<file path="src/rtl/rtc_regunit_pkg.sv">
package rtc_regunit_pkg;
    localparam int REG_AW = 4;
    localparam int DATA_W = 32;
    localparam int EV_W   = 2;
    localparam int TICK_W = 16;
    localparam int TRIM_W = 21;

    typedef logic [REG_AW-1:0] reg_idx_t;

    localparam reg_idx_t IX_TIME_NOW   = 4'd0;
    localparam reg_idx_t IX_TIME_LOAD  = 4'd1;
    localparam reg_idx_t IX_TICK_NOW   = 4'd2;
    localparam reg_idx_t IX_TRIM_RB    = 4'd3;
    localparam reg_idx_t IX_ALARM      = 4'd4;
    localparam reg_idx_t IX_EV_STAT    = 4'd5;
    localparam reg_idx_t IX_EV_MASK    = 4'd6;
    localparam reg_idx_t IX_EV_UNMASK  = 4'd7;
    localparam reg_idx_t IX_EV_MASKSET = 4'd8;
    localparam reg_idx_t IX_ER_STAT    = 4'd9;
    localparam reg_idx_t IX_ER_MASK    = 4'd10;
    localparam reg_idx_t IX_ER_UNMASK  = 4'd11;
    localparam reg_idx_t IX_ER_MASKSET = 4'd12;
    localparam reg_idx_t IX_CTRL       = 4'd13;

    localparam logic [DATA_W-1:0] CTRL_RESET = 32'h0100_0000;
    localparam logic [DATA_W-1:0] CTRL_WMASK = 32'h8F00_0001;

    function automatic logic idx_mapped(input reg_idx_t ix);
        return ix <= IX_CTRL;
    endfunction
endpackage

</file>
<file path="src/rtl/rtc_tick_gen.sv">
module rtc_tick_gen #(
    parameter int          CNT_W   = 16,
    parameter int unsigned WRAP_AT = 32767
) (
    input  logic             clk,
    input  logic             rst_n,
    output logic             tick_o,
    output logic [CNT_W-1:0] count_o
);
    localparam logic [CNT_W-1:0] LAST = CNT_W'(WRAP_AT);

    typedef struct packed {
        logic [CNT_W-1:0] cnt;
    } st_t;

    st_t s_d, s_q;

    always_comb begin
        s_d = s_q;
        if (s_q.cnt == LAST) s_d.cnt = '0;
        else                 s_d.cnt = s_q.cnt + 1'b1;
    end

    always_ff @(posedge clk or negedge rst_n) begin
        if (!rst_n) s_q <= '0;
        else        s_q <= s_d;
    end

    assign tick_o  = (s_q.cnt == LAST);
    assign count_o = s_q.cnt;
endmodule

</file>
<file path="src/rtl/rtc_sec_keeper.sv">
module rtc_sec_keeper #(
    parameter int SEC_W = 32
) (
    input  logic             clk,
    input  logic             rst_n,
    input  logic             tick_i,
    input  logic             load_wr_i,
    input  logic [SEC_W-1:0] load_val_i,
    input  logic [SEC_W-1:0] alarm_i,
    output logic [SEC_W-1:0] sec_o,
    output logic             alarm_hit_o
);
    typedef struct packed {
        logic [SEC_W-1:0] sec;
        logic             pend;
        logic [SEC_W-1:0] hold;
    } st_t;

    st_t              s_d, s_q;
    logic [SEC_W-1:0] nxt;

    always_comb begin
        s_d = s_q;
        nxt = s_q.pend ? s_q.hold : s_q.sec + 1'b1;
        if (tick_i) begin
            s_d.sec  = nxt;
            s_d.pend = 1'b0;
        end
        // a load written in a tick cycle waits for the following tick
        if (load_wr_i) begin
            s_d.pend = 1'b1;
            s_d.hold = load_val_i;
        end
        alarm_hit_o = tick_i && (nxt == alarm_i);
    end

    always_ff @(posedge clk or negedge rst_n) begin
        if (!rst_n) s_q <= '0;
        else        s_q <= s_d;
    end

    assign sec_o = s_q.sec;
endmodule

</file>
<file path="src/rtl/rtc_irq_bank.sv">
module rtc_irq_bank #(
    parameter int W = 2
) (
    input  logic         clk,
    input  logic         rst_n,
    input  logic [W-1:0] set_i,
    input  logic         clr_wr_i,
    input  logic         unmask_wr_i,
    input  logic         maskset_wr_i,
    input  logic [W-1:0] wdata_i,
    output logic [W-1:0] status_o,
    output logic [W-1:0] mask_o,
    output logic         irq_o
);
    typedef struct packed {
        logic [W-1:0] status;
        logic [W-1:0] mask;
    } st_t;

    st_t s_d, s_q;

    always_comb begin
        s_d = s_q;
        if (clr_wr_i)     s_d.status = s_q.status & ~wdata_i;
        s_d.status = s_d.status | set_i;          // set wins
        if (unmask_wr_i)  s_d.mask = s_q.mask & ~wdata_i;
        if (maskset_wr_i) s_d.mask = s_q.mask | wdata_i;
    end

    always_ff @(posedge clk or negedge rst_n) begin
        if (!rst_n) begin
            s_q.status <= '0;
            s_q.mask   <= '1;
        end else begin
            s_q <= s_d;
        end
    end

    assign status_o = s_q.status;
    assign mask_o   = s_q.mask;
    assign irq_o    = |(s_q.status & ~s_q.mask);
endmodule

</file>
<file path="src/rtl/rtc_regunit.sv">
module rtc_regunit
    import rtc_regunit_pkg::*;
#(
    parameter int unsigned       PRESC_MAX = 32767,
    parameter logic [DATA_W-1:0] TRIM_VAL  = 32'h0
) (
    input  logic              clk,
    input  logic              rst_n,
    input  logic              bus_wr,
    input  logic              bus_rd,
    input  logic [REG_AW-1:0] bus_addr,
    input  logic [DATA_W-1:0] bus_wdata,
    output logic [DATA_W-1:0] bus_rdata,
    output logic              irq_time,
    output logic              irq_buserr
);
    typedef struct packed {
        logic [DATA_W-1:0] alarm;
        logic [DATA_W-1:0] ctrl;
    } top_st_t;

    top_st_t           r_d, r_q;
    logic              tick;
    logic [TICK_W-1:0] tick_cnt;
    logic [DATA_W-1:0] sec_now;
    logic              alarm_hit;
    logic [EV_W-1:0]   ev_status, ev_mask;
    logic [0:0]        err_status, err_mask;
    logic              unmapped_acc;

    assign unmapped_acc = (bus_wr || bus_rd) && !idx_mapped(bus_addr);

    rtc_tick_gen #(.CNT_W(TICK_W), .WRAP_AT(PRESC_MAX)) u_tick (
        .clk(clk), .rst_n(rst_n), .tick_o(tick), .count_o(tick_cnt)
    );

    rtc_sec_keeper #(.SEC_W(DATA_W)) u_sec (
        .clk(clk), .rst_n(rst_n), .tick_i(tick),
        .load_wr_i(bus_wr && bus_addr == IX_TIME_LOAD),
        .load_val_i(bus_wdata), .alarm_i(r_q.alarm),
        .sec_o(sec_now), .alarm_hit_o(alarm_hit)
    );

    rtc_irq_bank #(.W(EV_W)) u_ev (
        .clk(clk), .rst_n(rst_n), .set_i({alarm_hit, tick}),
        .clr_wr_i(bus_wr && bus_addr == IX_EV_STAT),
        .unmask_wr_i(bus_wr && bus_addr == IX_EV_UNMASK),
        .maskset_wr_i(bus_wr && bus_addr == IX_EV_MASKSET),
        .wdata_i(bus_wdata[EV_W-1:0]),
        .status_o(ev_status), .mask_o(ev_mask), .irq_o(irq_time)
    );

    rtc_irq_bank #(.W(1)) u_err (
        .clk(clk), .rst_n(rst_n), .set_i(unmapped_acc),
        .clr_wr_i(bus_wr && bus_addr == IX_ER_STAT),
        .unmask_wr_i(bus_wr && bus_addr == IX_ER_UNMASK),
        .maskset_wr_i(bus_wr && bus_addr == IX_ER_MASKSET),
        .wdata_i(bus_wdata[0:0]),
        .status_o(err_status), .mask_o(err_mask), .irq_o(irq_buserr)
    );

    always_comb begin
        r_d = r_q;
        if (bus_wr && bus_addr == IX_ALARM) r_d.alarm = bus_wdata;
        if (bus_wr && bus_addr == IX_CTRL)  r_d.ctrl  = bus_wdata & CTRL_WMASK;
    end

    always_ff @(posedge clk or negedge rst_n) begin
        if (!rst_n) begin
            r_q.alarm <= '0;
            r_q.ctrl  <= CTRL_RESET;
        end else begin
            r_q <= r_d;
        end
    end

    always_comb begin
        unique case (bus_addr)
            IX_TIME_NOW,
            IX_TIME_LOAD: bus_rdata = sec_now;
            IX_TICK_NOW:  bus_rdata = DATA_W'(tick_cnt);
            IX_TRIM_RB:   bus_rdata = DATA_W'(TRIM_VAL[TRIM_W-1:0]);
            IX_ALARM:     bus_rdata = r_q.alarm;
            IX_EV_STAT:   bus_rdata = DATA_W'(ev_status);
            IX_EV_MASK:   bus_rdata = DATA_W'(ev_mask);
            IX_ER_STAT:   bus_rdata = DATA_W'(err_status);
            IX_ER_MASK:   bus_rdata = DATA_W'(err_mask);
            IX_CTRL:      bus_rdata = r_q.ctrl;
            default:      bus_rdata = '0;
        endcase
    end
endmodule

</file>
<file path="config.mk">
export PLATFORM = sky130hd
export DESIGN_NAME = rtc_regunit
export DESIGN_NICKNAME = d
export VERILOG_FILES = /design/src/rtl/rtc_regunit_pkg.sv /design/src/rtl/rtc_tick_gen.sv /design/src/rtl/rtc_sec_keeper.sv /design/src/rtl/rtc_irq_bank.sv /design/src/rtl/rtc_regunit.sv
export SDC_FILE = /design/constraint.sdc
export NUM_CORES = 1
export LEC_CHECK = 0
export BUFFER_PORTS_ARGS = -buffer_cell sky130_fd_sc_hd__clkbuf_2
export CAP_MARGIN = 20
export CORE_MARGIN = 8
export CORE_UTILIZATION = 50
export DETAILED_ROUTE_END_ITERATION = 7
export PLACE_DENSITY = 0.79
export SETUP_SLACK_MARGIN = 0.3
export SYNTH_ARGS = -nofsm -noshare
export SYNTH_HDL_FRONTEND = slang
export SYNTH_SLANG_ARGS = --single-unit
</file>
<file path="constraint.sdc">
create_clock -name clk -period 3.2 [get_ports clk]
set_clock_uncertainty 0.05 [all_clocks]
set_input_delay 0.16 -clock clk [delete_from_list [all_inputs] [get_ports clk]]
set_output_delay 0.16 -clock clk [all_outputs]
set_load 0.01 [all_outputs]
</file>
==> results of run 1 <==
[critical path, cell delays in order (launching register included)]
cell and delay, ps:
dfrtp_2 450, nand4_1 220, or3_2 540, a32oi_1 310, a21oi_1 120, nor4_2 340, nor4b_4 260, nand4_1 150
o41ai_2 280
[metal layers]
metal	vias to the layer above	global-route usage [%]	wire, µm	share of wire (%)
met2	364	39.73	11770	47
met3	67	5.710	1995	8.0
li1	3358	-	-	-
met5	-	0	0	0
met4	0	10.01	682	2.7
met1	3597	33.33	10570	42
[cell families (layout without fill, tap and decap cells)]
family | count (synthesis) | count (layout) | synth area share (%)
AOI/OAI and AO/OA | 223 | 223 | 18.42
muxes | 82 | 82 | 11.35
DFF | 125 | 125 | 38.98
adders and majority gates | 2 | 2 | 0.3113
and+or+nand+nor | 281 | 281 | 17.75
xor gates and xnor gates | 63 | 63 | 6.865
buffers and inverters | 100 | 200 | 6.335
[sequential cells by signal (all words and copies together), names as in the netlist, named ones only]
| signal | cells |
|---|---|
| r_q | 38 |
| u_sec.s_q | 33 |
| u_sec.sec_o | 32 |
| u_tick.count_o | 16 |
| u_ev.status_o | 2 |
| u_err.status_o | 1 |
[power groups by stage]
stage	registers, µW	clock network, µW	logic (µW)
floorplan	1990	0	623
global placement	2100	0	851
detailed placement	2110	0	864
CTS	2090	2130	910
global route	2130	2190	1000
finish	2100	2100	925
[cells in the final DEF (no fill, tap or decap), types with 14 or more instances in the layout]
cell           instances
buf_4                 36
clkbuf_16             17
dlygate4sd3_1         33
o21ai_0               83
nand3_1               24
inv_1                 26
and3_1                14
a21oi_1               34
xnor2_1               29
nand2_1               73
nor2_1                64
mux2_2                73
clkbuf_2              72
nand4_1               16
dfrtp_1              115
nor3_1                21
a22oi_1               29
xor2_1                34
[final cells by class]
class / instances / area share [%]
multi-input cells: 651 / 46.57
flip-flops and latches: 125 / 32.74
clock buffers: 17 / 4.435
repair buffers: 142 / 10.23
clock inverters: 15 / 2.191
inverters: 26 / 1.017
well taps: 216 / 2.818
[through the flow]
step	hold slack, ps	util (%)	std cells	power [µW]	area, µm²
finish	30.41	60.60	1192	5132	9592
global route	10.58	60.60	1192	5318	9592
CTS	8.891	60.11	1187	5128	9514
detailed placement	245.5	53.90	1122	2976	8531
global placement	241.7	53.90	1122	2955	8531
floorplan	-185.6	-	876	2609	8038
[repair_timing]
item | in CTS | in global routing
gates resized for setup | 3 | 14
endpoints found under the setup margin | 1 | 1
hold buffers | 33 | 0
endpoints found under the hold margin | 127 | 0
buffers inserted | 0 | 5
pin swaps | 0 | 3
[worst max path at each step]
| stage | startpoint | to | cells after the start |
|---|---|---|---|
| 3_5_place_dp | u_sec.sec_o[1] | u_ev.status_o[1] | 9 |
| 4_1_cts | u_sec.sec_o[1] | u_ev.status_o[1] | 9 |
| 2_1_floorplan | u_sec.sec_o[0] | u_ev.status_o[1] | 9 |
| 5_1_grt | u_sec.sec_o[2] | u_ev.status_o[1] | 8 |
| 3_3_place_gp | u_sec.sec_o[1] | u_ev.status_o[1] | 9 |
| 6_report | u_sec.sec_o[21] | u_ev.status_o[1] | 8 |
==> impl_metrics.prom, run 1 <==
# TYPE chip_impl_metric gauge
chip_impl_info{name="status",value="finished clean"} 1
chip_impl_metric{name="die_w",unit="µm"} 142.8
chip_impl_metric{name="ys_types",unit=""} 75
chip_impl_metric{name="number_of_buffers_inserted_during_clock_tree_synthesis",unit=""} 17
chip_impl_metric{name="power.sequential.fraction",unit="%"} 41.0
chip_impl_metric{name="critical_path_peak_fanout",unit=""} 10
chip_impl_info{name="clk_root_buffer_cell",value="clkbuf_16"} 1
chip_impl_metric{name="synth.cell_area",unit="µm²"} 8038
chip_impl_metric{name="worstRegToRegCells",unit=""} 8
chip_impl_metric{name="power.share.clock",unit="%"} 41.0
chip_impl_metric{name="synthesis.nets",unit=""} 918
chip_impl_metric{name="cts_h_tree_lvls",unit=""} 4
chip_impl_metric{name="postSynth.asyncResetShare",unit="%"} 100.0
chip_impl_metric{name="place.detailed.hpwl",unit="µm"} 17580
chip_impl_info{name="grt_setup_unrepaired",value="false"} 1
chip_impl_metric{name="clkSlewWorstSetupHoldPaths",unit="ps"} 60
chip_impl_metric{name="setup.reg_to_reg.worst_slack",unit="ps"} 380
chip_impl_metric{name="wire_per_inst",unit="µm"} 20.98
chip_impl_info{name="synthMostInstantiatedCell",value="dfrtp_1"} 1
chip_impl_metric{name="port_buffers",unit=""} 73
chip_impl_metric{name="p_sw_share",unit="%"} 30.20
chip_impl_info{name="class_of_the_tightest_hold_or_removal_check",value="input pin to flip-flop"} 1
chip_impl_metric{name="worst_pin_slew",unit="ps"} 818.4
chip_impl_metric{name="grt_first_pass_wirelength",unit="µm"} 40100
chip_impl_metric{name="placement.setup.worst_slack",unit="ps"} 227.8
chip_impl_metric{name="start_util",unit="%"} 50.78
chip_impl_metric{name="track_usage",unit="%"} 25.35
chip_impl_metric{name="num_rows",unit=""} 46
chip_impl_metric{name="antenna_left",unit=""} 0
chip_impl_metric{name="finalHoldViolations",unit=""} 0
chip_impl_metric{name="min_delay_path_depth",unit=""} 2
chip_impl_metric{name="viasPerCell",unit=""} 6.196
chip_impl_metric{name="power_report.internal_total",unit="µW"} 3582
chip_impl_metric{name="yosys_warnings",unit=""} 0
chip_impl_metric{name="powerDensity",unit="nW/µm²"} 535.1
chip_impl_metric{name="die_h",unit="µm"} 142.8
chip_impl_metric{name="grt_start_max_net_pins",unit=""} 62
chip_impl_metric{name="nNetsFinal",unit=""} 1005
chip_impl_metric{name="io_pins",unit=""} 74
chip_impl_metric{name="final_period_minus_worst_setup_slack",unit="ps"} 2819
chip_impl_metric{name="ys_ff_latch",unit=""} 125
chip_impl_metric{name="grt_antenna_before_repair",unit=""} 0
chip_impl_info{name="worst_hold_endpoint",value="r_q[32]"} 1
chip_impl_metric{name="grt-ovfl-total",unit=""} 0
chip_impl_metric{name="worst_ep_arrival_time",unit="ps"} 3100
chip_impl_metric{name="vias_in_the_first_global_route",unit=""} 7229
chip_impl_info{name="yosys-top-cells-count",value="dfrtp_1 (121), o21ai_0 (83), mux2_2 (73), nand2_1 (73), nor2_1 (64)"} 1
chip_impl_metric{name="clk_latency",unit="ps"} 430
chip_impl_metric{name="gp_congestion",unit=""} 0.9407
chip_impl_metric{name="leakagePower",unit="µW"} 0.004170
chip_impl_metric{name="report.final.slew_viol_count",unit=""} 0
chip_impl_metric{name="route.detailed.drc",unit=""} 0
chip_impl_metric{name="syn-instance-count",unit=""} 876
chip_impl_info{name="yosys_most_used_dff",value="dfrtp_1"} 1
chip_impl_metric{name="synth_enable_flop_cells",unit=""} 0
chip_impl_metric{name="fmaxAchievable",unit="GHz"} 0.3547
chip_impl_info{name="r2r_start",value="u_sec.sec_o[21]"} 1
chip_impl_metric{name="cts_max_path_buffers",unit=""} 2
chip_impl_metric{name="dr_total_vias",unit=""} 7386
chip_impl_metric{name="power.switching",unit="µW"} 1550
chip_impl_metric{name="post-route-period-util",unit="%"} 88.11
chip_impl_metric{name="synth_top_area_share",unit="%"} 37.67
chip_impl_metric{name="multi_input_area",unit="µm²"} 4467
chip_impl_metric{name="drt_iter0_drc",unit=""} 851
chip_impl_metric{name="setup_viol",unit=""} 0
chip_impl_metric{name="final_critical_path_setup_slack",unit="ps"} 380.6
chip_impl_metric{name="storage_cell_area",unit="µm²"} 3141
chip_impl_info{name="yosys-top-cells-area",value="dfrtp_1 (38%), mux2_2 (10%), o21ai_0 (5.2%)"} 1
chip_impl_metric{name="detail_route.first_pass.iterations",unit=""} 7
chip_impl_metric{name="synth_seq_area_share",unit="%"} 38.98
chip_impl_metric{name="area_growth",unit="%"} 19.33
chip_impl_info{name="worst_r2r_endpoint",value="u_ev.status_o[1]"} 1
chip_impl_metric{name="dieArea",unit="µm²"} 20390
chip_impl_metric{name="postRouteWirelength",unit="µm"} 25010
chip_impl_metric{name="antenna-diode-count",unit=""} 0
chip_impl_metric{name="final.fill_count",unit=""} 1282
chip_impl_metric{name="post_route_cells_drive_above_1_share",unit="%"} 26.64
chip_impl_info{name="synth_largest_area_cell",value="dfrtp_1"} 1
chip_impl_info{name="worstSetupPathType",value="flip-flop to flip-flop"} 1
chip_impl_metric{name="timing.critical_path.required",unit="ps"} 3480
chip_impl_info{name="end_kind",value="flip-flop"} 1
chip_impl_metric{name="coreArea",unit="µm²"} 15830
chip_impl_info{name="worst_setup_path_start_kind",value="flip-flop"} 1
chip_impl_info{name="hp_start",value="bus_wdata[0]"} 1
chip_impl_info{name="clock_tree_from_tritoncts",value="yes"} 1
chip_impl_metric{name="cts.sinks",unit=""} 125
chip_impl_metric{name="pwr-share-comb",unit="%"} 18.0
chip_impl_metric{name="relSlewSlack",unit="%"} 45.44
chip_impl_metric{name="max_cap_viol_count",unit=""} 0
chip_impl_metric{name="setup_total_negative_slack",unit="ps"} 0
chip_impl_metric{name="syn_avg_cell_area",unit="µm²"} 9.175
chip_impl_metric{name="worst_ir_drop_vdd",unit="mV"} 0.3945
No activity file was read; power rests on OpenSTA's default activity.
==> inputs of run 2 (changes only) <==
Settings changed: RECOVER_POWER from default to 25.
==> run 2 against run 1 <==
The run now ends with max-capacitance violations, max-slew violations left. Flip-flop and latch count is the same. Fmax up 0.82%. Die area is the same. First-iteration DRC count rose by 1.4%. Sequential power barely moved. Register-to-register slack improved by 20 ps. Final cell count stayed put.
==> impl_metrics.prom, run 2 (synthesis results as in run 1) <==
# TYPE chip_impl_metric gauge
chip_impl_info{name="status",value="complete, but fails checks"} 1
chip_impl_info{name="violations",value="max-capacitance violations, max-slew violations"} 1
chip_impl_metric{name="dr_wl_met3",unit="µm"} 2118
chip_impl_metric{name="worstRegToRegCells",unit=""} 8
chip_impl_metric{name="track_usage",unit="%"} 25.35
chip_impl_metric{name="max_cap_viol_count",unit=""} 1
chip_impl_info{name="largest-register",value="r_q"} 1
chip_impl_metric{name="setup_viol",unit=""} 0
chip_impl_metric{name="clk_latency",unit="ps"} 430
chip_impl_metric{name="coreArea",unit="µm²"} 15830
chip_impl_metric{name="report.final.slew_viol_count",unit=""} 62
chip_impl_metric{name="dieArea",unit="µm²"} 20390
chip_impl_metric{name="timing.critical_path.required",unit="ps"} 3480
chip_impl_info{name="worstSetupPathType",value="flip-flop to flip-flop"} 1
chip_impl_metric{name="postRouteWirelength",unit="µm"} 25030
chip_impl_info{name="clk_root_buffer_cell",value="clkbuf_16"} 1
chip_impl_metric{name="grt-ovfl-total",unit=""} 0
chip_impl_metric{name="dr_total_vias",unit=""} 7404
chip_impl_metric{name="area_growth",unit="%"} 19.18
chip_impl_metric{name="worst_ep_arrival_time",unit="ps"} 3080
chip_impl_metric{name="final_period_minus_worst_setup_slack",unit="ps"} 2796
chip_impl_metric{name="grt_antenna_before_repair",unit=""} 0
chip_impl_metric{name="cts.sinks",unit=""} 125
chip_impl_metric{name="gp_congestion",unit=""} 0.9407
chip_impl_metric{name="multi_input_area",unit="µm²"} 4467
chip_impl_metric{name="place.detailed.hpwl",unit="µm"} 17580
chip_impl_metric{name="storage_cell_area",unit="µm²"} 3141
chip_impl_metric{name="final_util",unit="%"} 60.52
chip_impl_metric{name="fmaxAchievable",unit="GHz"} 0.3576
chip_impl_info{name="clock_tree_from_tritoncts",value="yes"} 1
chip_impl_info{name="grt_setup_unrepaired",value="false"} 1
chip_impl_info{name="mostFrequentLayoutCells",value="dfrtp_1 (115), o21ai_0 (83), nand2_1 (73), mux2_2 (73), clkbuf_2 (71)"} 1
chip_impl_metric{name="wire_per_inst",unit="µm"} 21.00
chip_impl_metric{name="number_of_buffers_inserted_during_clock_tree_synthesis",unit=""} 17
chip_impl_metric{name="leakagePower",unit="µW"} 0.004155
chip_impl_metric{name="post-route-period-util",unit="%"} 87.39
chip_impl_metric{name="num_rows",unit=""} 46
chip_impl_metric{name="critical_path_peak_fanout",unit=""} 10
chip_impl_metric{name="antenna-diode-count",unit=""} 0
chip_impl_metric{name="route.detailed.drc",unit=""} 0
chip_impl_metric{name="finalInstanceArea",unit="µm²"} 9579
chip_impl_metric{name="cts_h_tree_lvls",unit=""} 4
chip_impl_metric{name="start_util",unit="%"} 50.78
chip_impl_metric{name="clkSlewWorstSetupHoldPaths",unit="ps"} 60
chip_impl_metric{name="worst_pin_slew",unit="ps"} 1616
chip_impl_metric{name="worst_ir_drop_vdd",unit="mV"} 0.3938
chip_impl_metric{name="port_buffers",unit=""} 73
chip_impl_metric{name="relSlewSlack",unit="%"} -7.730
chip_impl_metric{name="antenna_left",unit=""} 0
chip_impl_metric{name="nNetsFinal",unit=""} 1005
chip_impl_metric{name="finalHoldViolations",unit=""} 0
chip_impl_metric{name="io_pins",unit=""} 74
chip_impl_metric{name="instance_area_after_placement",unit="µm²"} 8531
chip_impl_metric{name="met2RoutedLength",unit="µm"} 11760
chip_impl_metric{name="vias_in_the_first_global_route",unit=""} 7229
chip_impl_metric{name="routedLengthMet1",unit="µm"} 10480
chip_impl_info{name="layout.cells.most_common",value="dfrtp_1"} 1
chip_impl_info{name="highest_layer",value="met4"} 1
chip_impl_metric{name="powerDensity",unit="nW/µm²"} 535.4
chip_impl_metric{name="drt_iter0_drc",unit=""} 863
chip_impl_metric{name="die_w",unit="µm"} 142.8
chip_impl_metric{name="detail_route.first_pass.iterations",unit=""} 6
chip_impl_metric{name="setup_total_negative_slack",unit="ps"} 0
chip_impl_metric{name="grt_first_pass_wirelength",unit="µm"} 40100
chip_impl_info{name="end_kind",value="flip-flop"} 1
chip_impl_metric{name="post_route_cells_drive_above_1_share",unit="%"} 26.13
chip_impl_metric{name="grt_start_max_net_pins",unit=""} 62
chip_impl_info{name="worst_setup_path_start_kind",value="flip-flop"} 1
chip_impl_metric{name="die_h",unit="µm"} 142.8
chip_impl_info{name="class_of_the_tightest_hold_or_removal_check",value="input pin to flip-flop"} 1
chip_impl_metric{name="cts_max_path_buffers",unit=""} 2
chip_impl_metric{name="viasPerCell",unit=""} 6.211
chip_impl_metric{name="final.fill_count",unit=""} 1287
chip_impl_metric{name="min_delay_path_depth",unit=""} 2
chip_impl_metric{name="number_of_flip_flops_under_the_largest_register_name",unit=""} 38
-- run 2: changes by cell type in the layout (fill, tap and decap cells not counted) --
cell,previous run,this run
clkbuf_2,72,71
buf_4,36,33
dfstp_1,0,1
clkbuf_1,0,4
dfstp_2,4,3
-- run 2: metrics by stage --
stage	worst slack [ps]	hold slack (ps)	total power, µW	std cells
after floorplan	548.4	-185.6	2609	876
after global placement	251.9	241.7	2955	1122
after detailed placement	227.8	245.5	2976	1122
after CTS	309.6	8.891	5128	1187
after global routing	194.8	10.58	5317	1192
final	403.5	28.61	5129	1192
-- run 2: cell type report --
class	count	area share [%]
Tap cell	216	2.821
Multi-Input combinational cell	651	46.63
Sequential cell	125	32.78
Clock inverter	15	2.194
Timing Repair Buffer	142	10.11
Clock buffer	17	4.441
Inverter	26	1.019
-- run 2: repair_timing --
| item | 4_1_cts | 5_1_grt |
|---|---|---|
| endpoints found under the setup margin | 1 | 1 |
| hold endpoints to repair | 127 | 0 |
| hold buffers | 33 | 0 |
| resized for setup | 3 | 14 |
| buffers inserted | 0 | 5 |
| gates cloned | 0 | 0 |
| pin swaps | 0 | 3 |
-- run 2: per-layer routing --
layer	vias up	GRT usage [%]
met5	-	0
met4	0	10.01
met3	60	5.710
met2	398	39.73
met1	3582	33.33
li1	3364	-
-- run 2: path summary, 6_finish.rpt --
check / startpoint / to / slack [ps]
max: u_sec.sec_o[21] / u_ev.status_o[1] / 400
min: bus_wdata[0] / r_q[32] / 30
min reg2reg: flip-flop / flip-flop / 450
max in group asynchronous: rst_n / u_tick.count_o[11] / 670
min in group asynchronous: rst_n / u_tick.count_o[1] / 610
max reg2reg: u_sec.sec_o[21] / u_ev.status_o[1] / 400
-- run 2: report_power, final --
part	switching (µW)	internal [µW]	leakage, µW	total, µW
sequential	308	1800	0.00158	2110
clock	788	1310	0.000305	2100
combinational	452	470	0.00227	922
total	1550	3580	0.00415	5130
-- run 2: critical path: stages (launching register included) --
cell and delay [ps]:
dfrtp_2 450, nand4_1 220, or3_2 540, a32oi_1 310, a21oi_1 120, nor4_2 330
nor4b_4 250, nand4_1 150, o41ai_2 280
